**src/rtl/xbus_ctrl.sv**
```systemverilog
module xbus_ctrl #(
  parameter int AW = 16,
  parameter int SECW = 4,
  parameter logic [AW-1:0] INT_TOP = 16'h10FF
) (
  input  logic          clk,
  input  logic          rst_n,
  input  logic          cpu_req,
  input  logic          cpu_we,
  input  logic [AW-1:0] cpu_addr,
  input  logic [7:0]    cpu_wdata,
  output logic [7:0]    cpu_rdata,
  output logic          cpu_ready,
  input  logic          cfg_en,
  input  logic          cfg_compat,
  input  logic [2:0]    cfg_hi_rel,
  input  logic [SECW-1:0] cfg_split,
  input  logic [1:0]    cfg_ws_lo,
  input  logic [1:0]    cfg_ws_hi,
  input  logic          cfg_keeper,
  output logic [7:0]    ad_o,
  output logic          ad_oe,
  input  logic [7:0]    ad_i,
  output logic          ad_keep,
  output logic [AW-9:0] ah_o,
  output logic [AW-9:0] ah_oe,
  output logic          ale,
  output logic          rd_n,
  output logic          wr_n,
  output logic          ctl_oe,
  output logic          int_en,
  output logic          int_we,
  output logic [AW-1:0] int_addr,
  output logic [7:0]    int_wdata,
  input  logic [7:0]    int_rdata
);
  localparam int HW = AW - 8;

  typedef enum logic [2:0] {S_IDLE, S_ADDR, S_HOLD, S_STB, S_END} st_t;
  st_t st;

  logic [AW-1:0] a_q;
  logic [7:0]    wd_q, rd_q, lane_q;
  logic          we_q, ext_q, int_q;
  logic [1:0]    cnt;
  logic [1:0]    ws_code;
  logic [2:0]    hrel;
  logic          in_lower, drive_addr, drive_data, strobe;

  assign in_lower = a_q[AW-1 -: SECW] < cfg_split;
  assign ws_code  = cfg_compat ? {1'b0, cfg_ws_hi[0]} : (in_lower ? cfg_ws_lo : cfg_ws_hi);

  always_ff @(posedge clk or negedge rst_n) begin
    if (!rst_n) begin
      st     <= S_IDLE;
      a_q    <= '0;
      wd_q   <= '0;
      rd_q   <= '0;
      lane_q <= '0;
      we_q   <= 1'b0;
      ext_q  <= 1'b0;
      int_q  <= 1'b0;
      cnt    <= '0;
    end else begin
      if (ad_oe) lane_q <= ad_o;
      case (st)
        S_IDLE: if (cpu_req) begin
          a_q   <= cpu_addr;
          we_q  <= cpu_we;
          wd_q  <= cpu_wdata;
          ext_q <= cfg_en && (cpu_addr > INT_TOP);
          int_q <= cpu_addr <= INT_TOP;
          st    <= S_ADDR;
        end
        S_ADDR: st <= S_HOLD;
        S_HOLD: begin
          cnt <= ext_q ? ws_code : 2'd0;
          st  <= S_STB;
        end
        S_STB: begin
          if (cnt == 2'd0) begin
            rd_q <= int_q ? int_rdata : (ext_q ? ad_i : 8'h00);
            st   <= S_END;
          end else begin
            cnt <= cnt - 2'd1;
          end
        end
        default: st <= S_IDLE;
      endcase
    end
  end

  assign drive_addr = (st == S_ADDR) || (st == S_HOLD);
  assign drive_data = (st == S_STB) && we_q;
  assign strobe     = (st == S_STB) && ext_q;

  assign ad_oe   = cfg_en && (drive_addr || drive_data);
  assign ad_o    = drive_addr ? a_q[7:0] : (drive_data ? wd_q : lane_q);
  assign ad_keep = cfg_en && cfg_keeper && !cfg_compat && !ad_oe;
  assign ah_o    = a_q[AW-1:8];
  assign hrel    = cfg_compat ? 3'd0 : cfg_hi_rel;

  for (genvar i = 0; i < HW; i++) begin : g_ah
    assign ah_oe[i] = cfg_en && ((i + int'(hrel)) < HW);
  end

  assign ale    = cfg_en && (st == S_ADDR);
  assign rd_n   = !(strobe && !we_q);
  assign wr_n   = !(strobe && we_q);
  assign ctl_oe = cfg_en;

  assign int_en    = (st == S_STB) && int_q;
  assign int_we    = int_en && we_q;
  assign int_addr  = a_q;
  assign int_wdata = wd_q;

  assign cpu_ready = st == S_END;
  assign cpu_rdata = rd_q;
endmodule

```
**config.mk**
```make
export PLATFORM = sky130hd
export DESIGN_NAME = xbus_ctrl
export DESIGN_NICKNAME = d
export VERILOG_FILES = /design/src/rtl/xbus_ctrl.sv
export SDC_FILE = /design/constraint.sdc
export NUM_CORES = 1
export LEC_CHECK = 0
export BUFFER_PORTS_ARGS = -buffer_cell sky130_fd_sc_hd__buf_2
export CORE_MARGIN = 2
export CORE_UTILIZATION = 40
export CTS_BUF_LIST = sky130_fd_sc_hd__clkbuf_8
export CTS_CLUSTER_SIZE = 12
export DETAILED_ROUTE_END_ITERATION = 10
export PLACE_DENSITY = 0.73
export SLEW_MARGIN = 20
export SYNTH_ARGS = -nofsm -noshare
export SYNTH_HDL_FRONTEND = slang
export SYNTH_SLANG_ARGS = --single-unit
```
**constraint.sdc**
```tcl
create_clock -name clk -period 1.6 [get_ports clk]
set_input_delay 0.16 -clock clk [delete_from_list [all_inputs] [get_ports clk]]
set_output_delay 0.16 -clock clk [all_outputs]
set_load 0.1 [all_outputs]
```
After elaboration in Yosys (flattened, before gate mapping):

Cells that the tools add are included.

* add/subtract/negate cells: 8
* magnitude comparators: 11
* equality and inequality tests: 7
* muxes and demuxes: 13
* reduce and logical (&&, ||, !) cells: 34

Operators by type and width (number)
* $mux W8: 4
* $lt A4 B4 Y1 const B: 7
* $logic_and A1 B1 Y1: 20
* $add A3 B3 Y4 const A: 4
* $gt A16 B13 Y1 const B: 1
* $le A16 B13 Y1 const B: 1
* $pmux W3 S4: 1
* $mux W3: 3
* $add A2 B3 Y4 const A: 2
* $mux W2: 4
* $reduce_and A2 Y1: 4
* $eq A3 B2 Y1 const B: 2
* $ne A2 B2 Y1 const B: 3
* $logic_not A1 Y1: 5
* $add A1 B3 Y4 const A: 1
* $lt A3 B4 Y1 const B: 1
* $lt A4 B4 Y1: 1
* $pmux W2 S2: 1
* $eq A3 B1 Y1 const B: 1
* $eq A3 B3 Y1 const B: 1
* $logic_not A3 Y1: 1
* $logic_not A2 Y1: 1
* $logic_or A1 B1 Y1: 2
* $reduce_bool A2 Y1: 1
* $sub A2 B1 Y2 const B: 1

* register bits after elaboration: 48
* input bits: 58
* output and inout port bits: 65
* word-level logic and storage cells: 82

Depth between registers and ports, before layout:

Gate-level depths: netlist of the first run.

* word-level depth: 6
* mapped depth: 7
* depth with buffers taken out: 6

Worst setup path before layout of the first run:

OpenSTA, ideal clock, no wires.

* path kind: input-to-output
* from: input cfg_hi_rel[1]
* to: output ah_oe[3]
* data arrival time: 3.254 ns
* required time: 1.440 ns
* setup slack: -1.814 ns
* cell stages on the path: 3
* buffers on the path: 0
* cells stage by stage: nor2b_1 > a21boi_1 > nor2b_1

* cells in the longest elaborated chain, start to end: 4

RTL lines
* start, declared: RTL line 16 `input logic [2:0] cfg_hi_rel,`
* $mux W3: RTL line 101 `assign hrel = cfg_compat ? 3'd0 : cfg_hi_rel;`
* $add A2 B3 Y4: RTL line 104 `assign ah_oe[i] = cfg_en && ((i + int'(hrel)) < HW);`
* $lt A4 B4 Y1: RTL line 104
* $logic_and A1 B1 Y1: RTL line 104
* end, declared: RTL line 26 `output logic [AW-9:0] ah_oe,`

No other way between the ends.

Final worst setup path of the first run:

* from: register st[0]
* to: output ad_o[5]

* cells in the longest elaborated chain, start to end: 4
* elaborated cells on any way between the ends: 7
* those cells by class: eq/ne (3); mux (2); reduce/logical (2)

RTL lines
* start, declared: RTL line 40 `st_t st;`
* start signal, assigned: RTL line 55 `st <= S_IDLE;`
* start signal, assigned: RTL line 73 `st <= S_ADDR;`
* start signal, assigned: RTL line 75 `S_ADDR: st <= S_HOLD;`
* $eq A3 B2 Y1: RTL line 94 `assign drive_data = (st == S_STB) && we_q;`
* $logic_and A1 B1 Y1: RTL line 94
* $mux W8: RTL line 98 `assign ad_o = drive_addr ? a_q[7:0] : (drive_data ? wd_q : lane_q);`
* $mux W8 *: RTL line 98
* end, declared: RTL line 21 `output logic [7:0] ad_o,`

Every way passes the cells marked *; elsewhere a longest branch is shown, timed or not.

==> impl_metrics.csv, run 1 <==
group,metric,value,unit
grt,grt_max_degree,49,
drt,ant_nets,0,
drt,wl_per_cell,18.3,um
critical_path,critical_path_class,"reg2out",
yosys,ys_types,41,
yosys,synth_top_area_share,46.6,%
clock_network,cts-root-buf,"clkbuf_8",
yosys,yosysSeqAreaShare,46.6,%
floorplanning,die_y,84.3,um
floorplanning,dieArea,0.00711,mm^2
floorplanning,rows,29,
critical_path,critPathMaxFanout,6,
yosys,async_flop_share,100,%
cells_and_area,areaGrowthSynthToFinish,75.5,%
yosys,synth_most_common_cell,"dfrtp_1",
critical_path,crit_family,"flip-flops",
grt,antenna_found_initial,0,
cells_and_area,drive_gt1_share,66.0,%
drt,drc_errors,0,
sta,finalSetupTns,-5540,ps
yosys,postSynthAreaPerCell,10.3,um^2
floorplanning,die_w,84.3,um
critical_path,crit_chain,"xor2_2, nand2b_4, clkbuf_16, nor2_2, a31oi_4, buf_12",
floorplanning,io_pins,123,
sta,rsz0062_at_grt,"yes",
yosys,synth_top_cells_by_count,"dfrtp_1, nand2_1, mux2_1",
critical_path,slowest_delay,460,ps
clock_network,cts_num_sinks,48,
clock_network,clockBufferDepth,2,
grt,grt_pass1_vias,2497,
clock_network,cts_tree,"done",
grt,grt_pass1_wl,12100,um
run,cap_violations,0,
drt,drt-vias-per-instance,5.41,
grt,grt.total_usage,21.0,%
drt,routed_wl,8670,um
critical_path,path_buf_inv,2,
cells_and_area,nets,458,
clock_network,clk_latency,300,ps
yosys,synth_seq_cells,48,
yosys,netlist_instances,251,
sta,skew,6.51,ps
sta,setup_slack,-292,ps
yosys,synth_area,0.00258,mm^2
critical_path,critPathCaptureType,"primary output",
cells_and_area,final_util,72.1,%
critical_path,critPathSlowestCell,"dfrtp_2",
critical_path,worstPathRequired,1440,ps
critical_path,crit_arrival,1730,ps
sta,slew_headroom,67.4,%
yosys,synth_area_leaders,"dfrtp_1, mux2_1, nand2_1",
outcome,violations,"setup timing",
placement,dp_slack,-139,ps
sta,layout_worst_path_cycle_share,118,%
yosys,synth_ff_type,"dfrtp_1",
drt,drtPass1Iterations,4,
placement,io_buffers,122,
cells_and_area,antenna_cells,0,
sta,finalMaxSlewViolations,0,
drt,vias,2562,
worst_hold_path,min_path_type,"in2reg",
sta,fin_crit,1890,ps
floorplanning,core,0.00628,mm^2
sta,finalHoldViolCount,0,
sta,fmax,528,MHz
placement,gp_congestion,0.782,
grt,overflow,0,
drt,drt_iter0_markers,133,
yosys,syn_nets,313,
sta,worst_pin_slew,492,ps
floorplanning,start_util,41.1,%
sta,setup_violations,50,
clock_network,clk_pin_slew,100,ps
outcome,status,"complete, but fails checks",
critical_path,start_kind,"flip-flop",
yosys,synth_edf_count,0,
clock_network,h-tree-depth,2,
yosys,ys_warn_count,0,
yosys,yosys.area.top_type,"dfrtp_1",
clock_network,cts_buffers,5,
placement,place_hpwl,5200,um
## path summary, 6_finish.rpt
check / cells past startpoint / start / endpoint / slack, ps
setup / recovery: 6 / st[0] / ad_o[5] / -290
max in group asynchronous: 3 / rst_n / int_addr[2] / 970
hold reg to reg: 2 / cpu_rdata[2] / cpu_rdata[2] / 490
min in group asynchronous: 3 / rst_n / cpu_rdata[7] / 380
setup reg to reg: 8 / st[0] / lane_q[1] / -170
hold / removal: 2 / cpu_wdata[5] / int_wdata[5] / 70
## flip-flops by register name (all words and copies together), names as in the netlist
| register | count |
|---|---|
| we_q | 1 |
| lane_q | 8 |
| ext_q | 1 |
| int_addr | 16 |
| cnt | 2 |
| int_wdata | 8 |
| int_q | 1 |
| st | 3 |
| cpu_rdata | 8 |
## metal layers
layer	track usage, %	part of all wire, %	up-vias
met2	36.9	50	108
met1	26.3	41	1249
met5	0	0	-
li1	-	-	1185
met4	5.87	2.9	0
met3	4.03	5.8	20
## layout make-up
class / count / area [um^2]
fill: 435 / 1750
multi-input combinational: 169 / 1650
timing repair buffer: 162 / 1430
sequential: 48 / 1220
tap: 77 / 96.3
clock buffer: 6 / 82.6
inverter: 10 / 37.5
clock inverter: 2 / 11.3
## layout by cell type (no fill, tap or decap), drive strengths merged, types with 2 or more instances in the layout
cell type  netlist  layout
and3             3       3
nand2           32      32
nor3b            2       2
o22ai            9       9
inv             10      11
ha               4       4
buf             21     157
a22oi            8       8
o21ai           11      11
dfrtp           48      48
or2              2       2
a211o            2       2
a211oi           2       2
nand3            2       3
a21boi           3       3
and2             2       2
a31oi           10      10
nand2b           4       4
nand4b           3       3
mux2            26      26
a21oi            6       6
o2111ai          2       2
nor2b            4       4
a2bb2oi          8       8
nor2            16      16
clkbuf           4      10
## worst register-to-register path, cell delays in order (launching register included)
cell and delay, ps:
dfrtp_2 460, xor2_2 230, nand2b_4 130, buf_16 180, a21boi_4 190, buf_6 120, buf_6 100, buf_12 120
a2bb2oi_2 160
## repair_timing
action | in CTS | in global routing
hold buffers | 1 | 0
cloned | 2 | 5
setup buffers | 6 | 9
endpoints found under the setup margin | 22 | 50
endpoints found under the hold margin | 48 | 0
pin swaps | 4 | 10
gates resized for setup | 16 | 44
## cells by family (layout without fill, tap and decap cells)
group	Yosys count	in the layout	synth area share [%]
xor gates and xnor gates	1	1	0.340
buffers and inverters	35	180	7.76
DFF	48	48	46.6
and+or+nand+nor	72	73	13.7
AOI/OAI and AO/OA	65	65	18.3
muxes	26	26	11.3
adders and majority gates	4	4	1.94
## metrics by stage
| stage | cell area, um^2 | hold slack [ps] | cells |
|---|---|---|---|
| 2_1_floorplan | 2920 | -136 | 251 |
| 3_3_place_gp | 3950 | 164 | 446 |
| 3_5_place_dp | 3950 | 165 | 446 |
| 4_1_cts | 4180 | 68.7 | 462 |
| 5_1_grt | 4530 | 66.4 | 474 |
| 6_report | 4530 | 74.6 | 474 |
Power of run 1 is left out: the tool's default activity adds up to more than one toggle a clock period on the data nets, which glitch-free logic cannot reach.
==> run 2: changes to the inputs <==
--- a/config.mk
+++ b/config.mk
@@ -11,7 +11,7 @@
 export CTS_BUF_LIST = sky130_fd_sc_hd__clkbuf_8
 export CTS_CLUSTER_SIZE = 12
 export DETAILED_ROUTE_END_ITERATION = 10
-export PLACE_DENSITY = 0.73
+export PLACE_DENSITY_LB_ADDON = 0.08
 export SLEW_MARGIN = 20
 export SYNTH_ARGS = -nofsm -noshare
 export SYNTH_HDL_FRONTEND = slang
==> constraint.sdc (replaced) <==
create_clock -name clk -period 2.3 [get_ports clk]
set_input_delay 0.23 -clock clk [delete_from_list [all_inputs] [get_ports clk]]
set_output_delay 0.23 -clock clk [all_outputs]
set_load 0.1 [all_outputs]
==> impl_metrics.csv, run 2 (same netlist as run 1, synthesis figures left out) <==
group,metric,value,unit
grt,grt_pass1_vias,2180,
grt,antenna_found_initial,0,
clock_network,cts-root-buf,"clkbuf_8",
clock_network,clockBufferDepth,2,
cells_and_area,final_util,56.0,%
clock_network,cts_tree,"done",
sta,fin_crit,2170,ps
grt,use_met1,25.6,%
clock_network,cts_num_sinks,48,
critical_path,critical_path_class,"reg2out",
outcome,status,"complete, no violations",
clock_network,cts_setup_buffers,0,
drt,wl_per_cell,14.6,um
clock_network,cts_buffers,5,
sta,layout_worst_path_cycle_share,94.4,%
cells_and_area,nets,423,
sta,rsz0062_at_grt,"no",
sta,finalMaxSlewViolations,0,
floorplanning,start_util,41.1,%
drt,drtPass1Iterations,4,
cells_and_area,stdcell_count,439,
drt,drt_iter0_markers,122,
placement,io_buffers,122,
placement,place_hpwl,4630,um
clock_network,clk_latency,290,ps
sta,skew,4.62,ps
grt,overflow,0,
sta,fmax,461,MHz
cells_and_area,largest_register_ffs,16,
grt,grt_max_degree,35,
drt,vias,2261,
placement,dp.cells,430,
floorplanning,dieArea,0.00711,mm^2
drt,drc_errors,0,
clock_network,h-tree-depth,2,
cells_and_area,final_common_cell,"buf_2",
critical_path,worstPathRequired,2070,ps
grt,met2_usage,29.9,%
critical_path,critPathCaptureType,"primary output",
floorplanning,core,0.00628,mm^2
floorplanning,rows,29,
grt,grt.total_usage,18.7,%
floorplanning,die_w,84.3,um
grt,top_usage_layer,"met2",
floorplanning,io_pins,123,
run,cap_violations,0,
sta,finalHoldViolCount,0,
critical_path,critPathMaxFanout,26,
critical_path,start_kind,"flip-flop",
sta,worst_pin_slew,621,ps
cells_and_area,antenna_cells,0,
drt,ant_nets,0,
grt,use_met3,4.13,%
worst_hold_path,min_path_type,"in2reg",
placement,gp_congestion,0.823,
floorplanning,die_y,84.3,um
cells_and_area,drive_gt1_share,41.7,%
clock_network,clk_pin_slew,90,ps
critical_path,crit_arrival,1940,ps
sta,setup_violations,0,
cells_and_area,final_cell_mix,"buf_2, dfrtp_1, nand2_1",
cells_and_area,areaGrowthSynthToFinish,36.3,%
drt,routed_wl,6420,um
grt,grt_pass1_wl,10700,um
drt,drt-vias-per-instance,5.15,
sta,slew_headroom,58.5,%
## run 2: cell types whose count changed in the layout (fill, tap and decap cells not counted), sizes merged
cell      previous run  this run
clkbuf              10         7
nand3                3         2
buf                157       127
inv                 11        10
clkinvlp             1         0
bufinv               0         1
## run 2: final cells by class
| class | instances | area, um^2 |
|---|---|---|
| tap | 77 | 96.3 |
| fill | 572 | 2760 |
| clock inverter | 1 | 30.0 |
| sequential | 48 | 1200 |
| inverter | 10 | 37.5 |
| clock buffer | 7 | 96.3 |
| timing repair buffer | 128 | 840 |
| multi-input combinational | 168 | 1210 |
## run 2: worst paths after layout
check | end | from | slack (ps) | cells after the start
worst max register to register | int_addr[7] | st[0] | 470 | 5
worst max-delay path | ad_o[4] | st[0] | 130 | 6
min in group asynchronous | int_addr[13] | rst_n | 350 | 2
worst min-delay path | int_addr[3] | cpu_addr[3] | 140 | 2
worst min register to register | cpu_rdata[7] | cpu_rdata[7] | 490 | 2
max in group asynchronous | st[1] | rst_n | 1170 | 3
## run 2: stage by stage
step | instance area, um^2 | TNS [ps] | worst slack (ps) | hold WS (ps)
after global routing | 3520 | 0 | 18.9 | 130
after floorplan | 2610 | -5430 | -737 | -65.6
after CTS | 3510 | 0 | 64.6 | 132
final | 3520 | 0 | 129 | 142
after detailed placement | 3370 | 0 | 97.9 | 153
after global placement | 3370 | 0 | 225 | 158
## run 2: worst max-delay path, cell delays in order, from the launching register on
cell,delay [ps]
dfrtp_1,530
xor2_1,200
nand2b_1,110
buf_6,230
nor2_1,60
a31oi_1,280
buf_12,220
## run 2: per-layer routing
layer	routed length (um)	share of wire (%)
met1	2930	46
met2	2970	46
met3	450	7.0
met4	66	1.0
met5	0	0
## run 2: repair_timing
item / in CTS / in global routing
endpoints found under the setup margin: 9 / 9
gates resized for setup: 3 / 2
hold buffers: 1 / 0
endpoints found under the hold margin: 14 / 0
Power of run 2 is left out for the same reason.
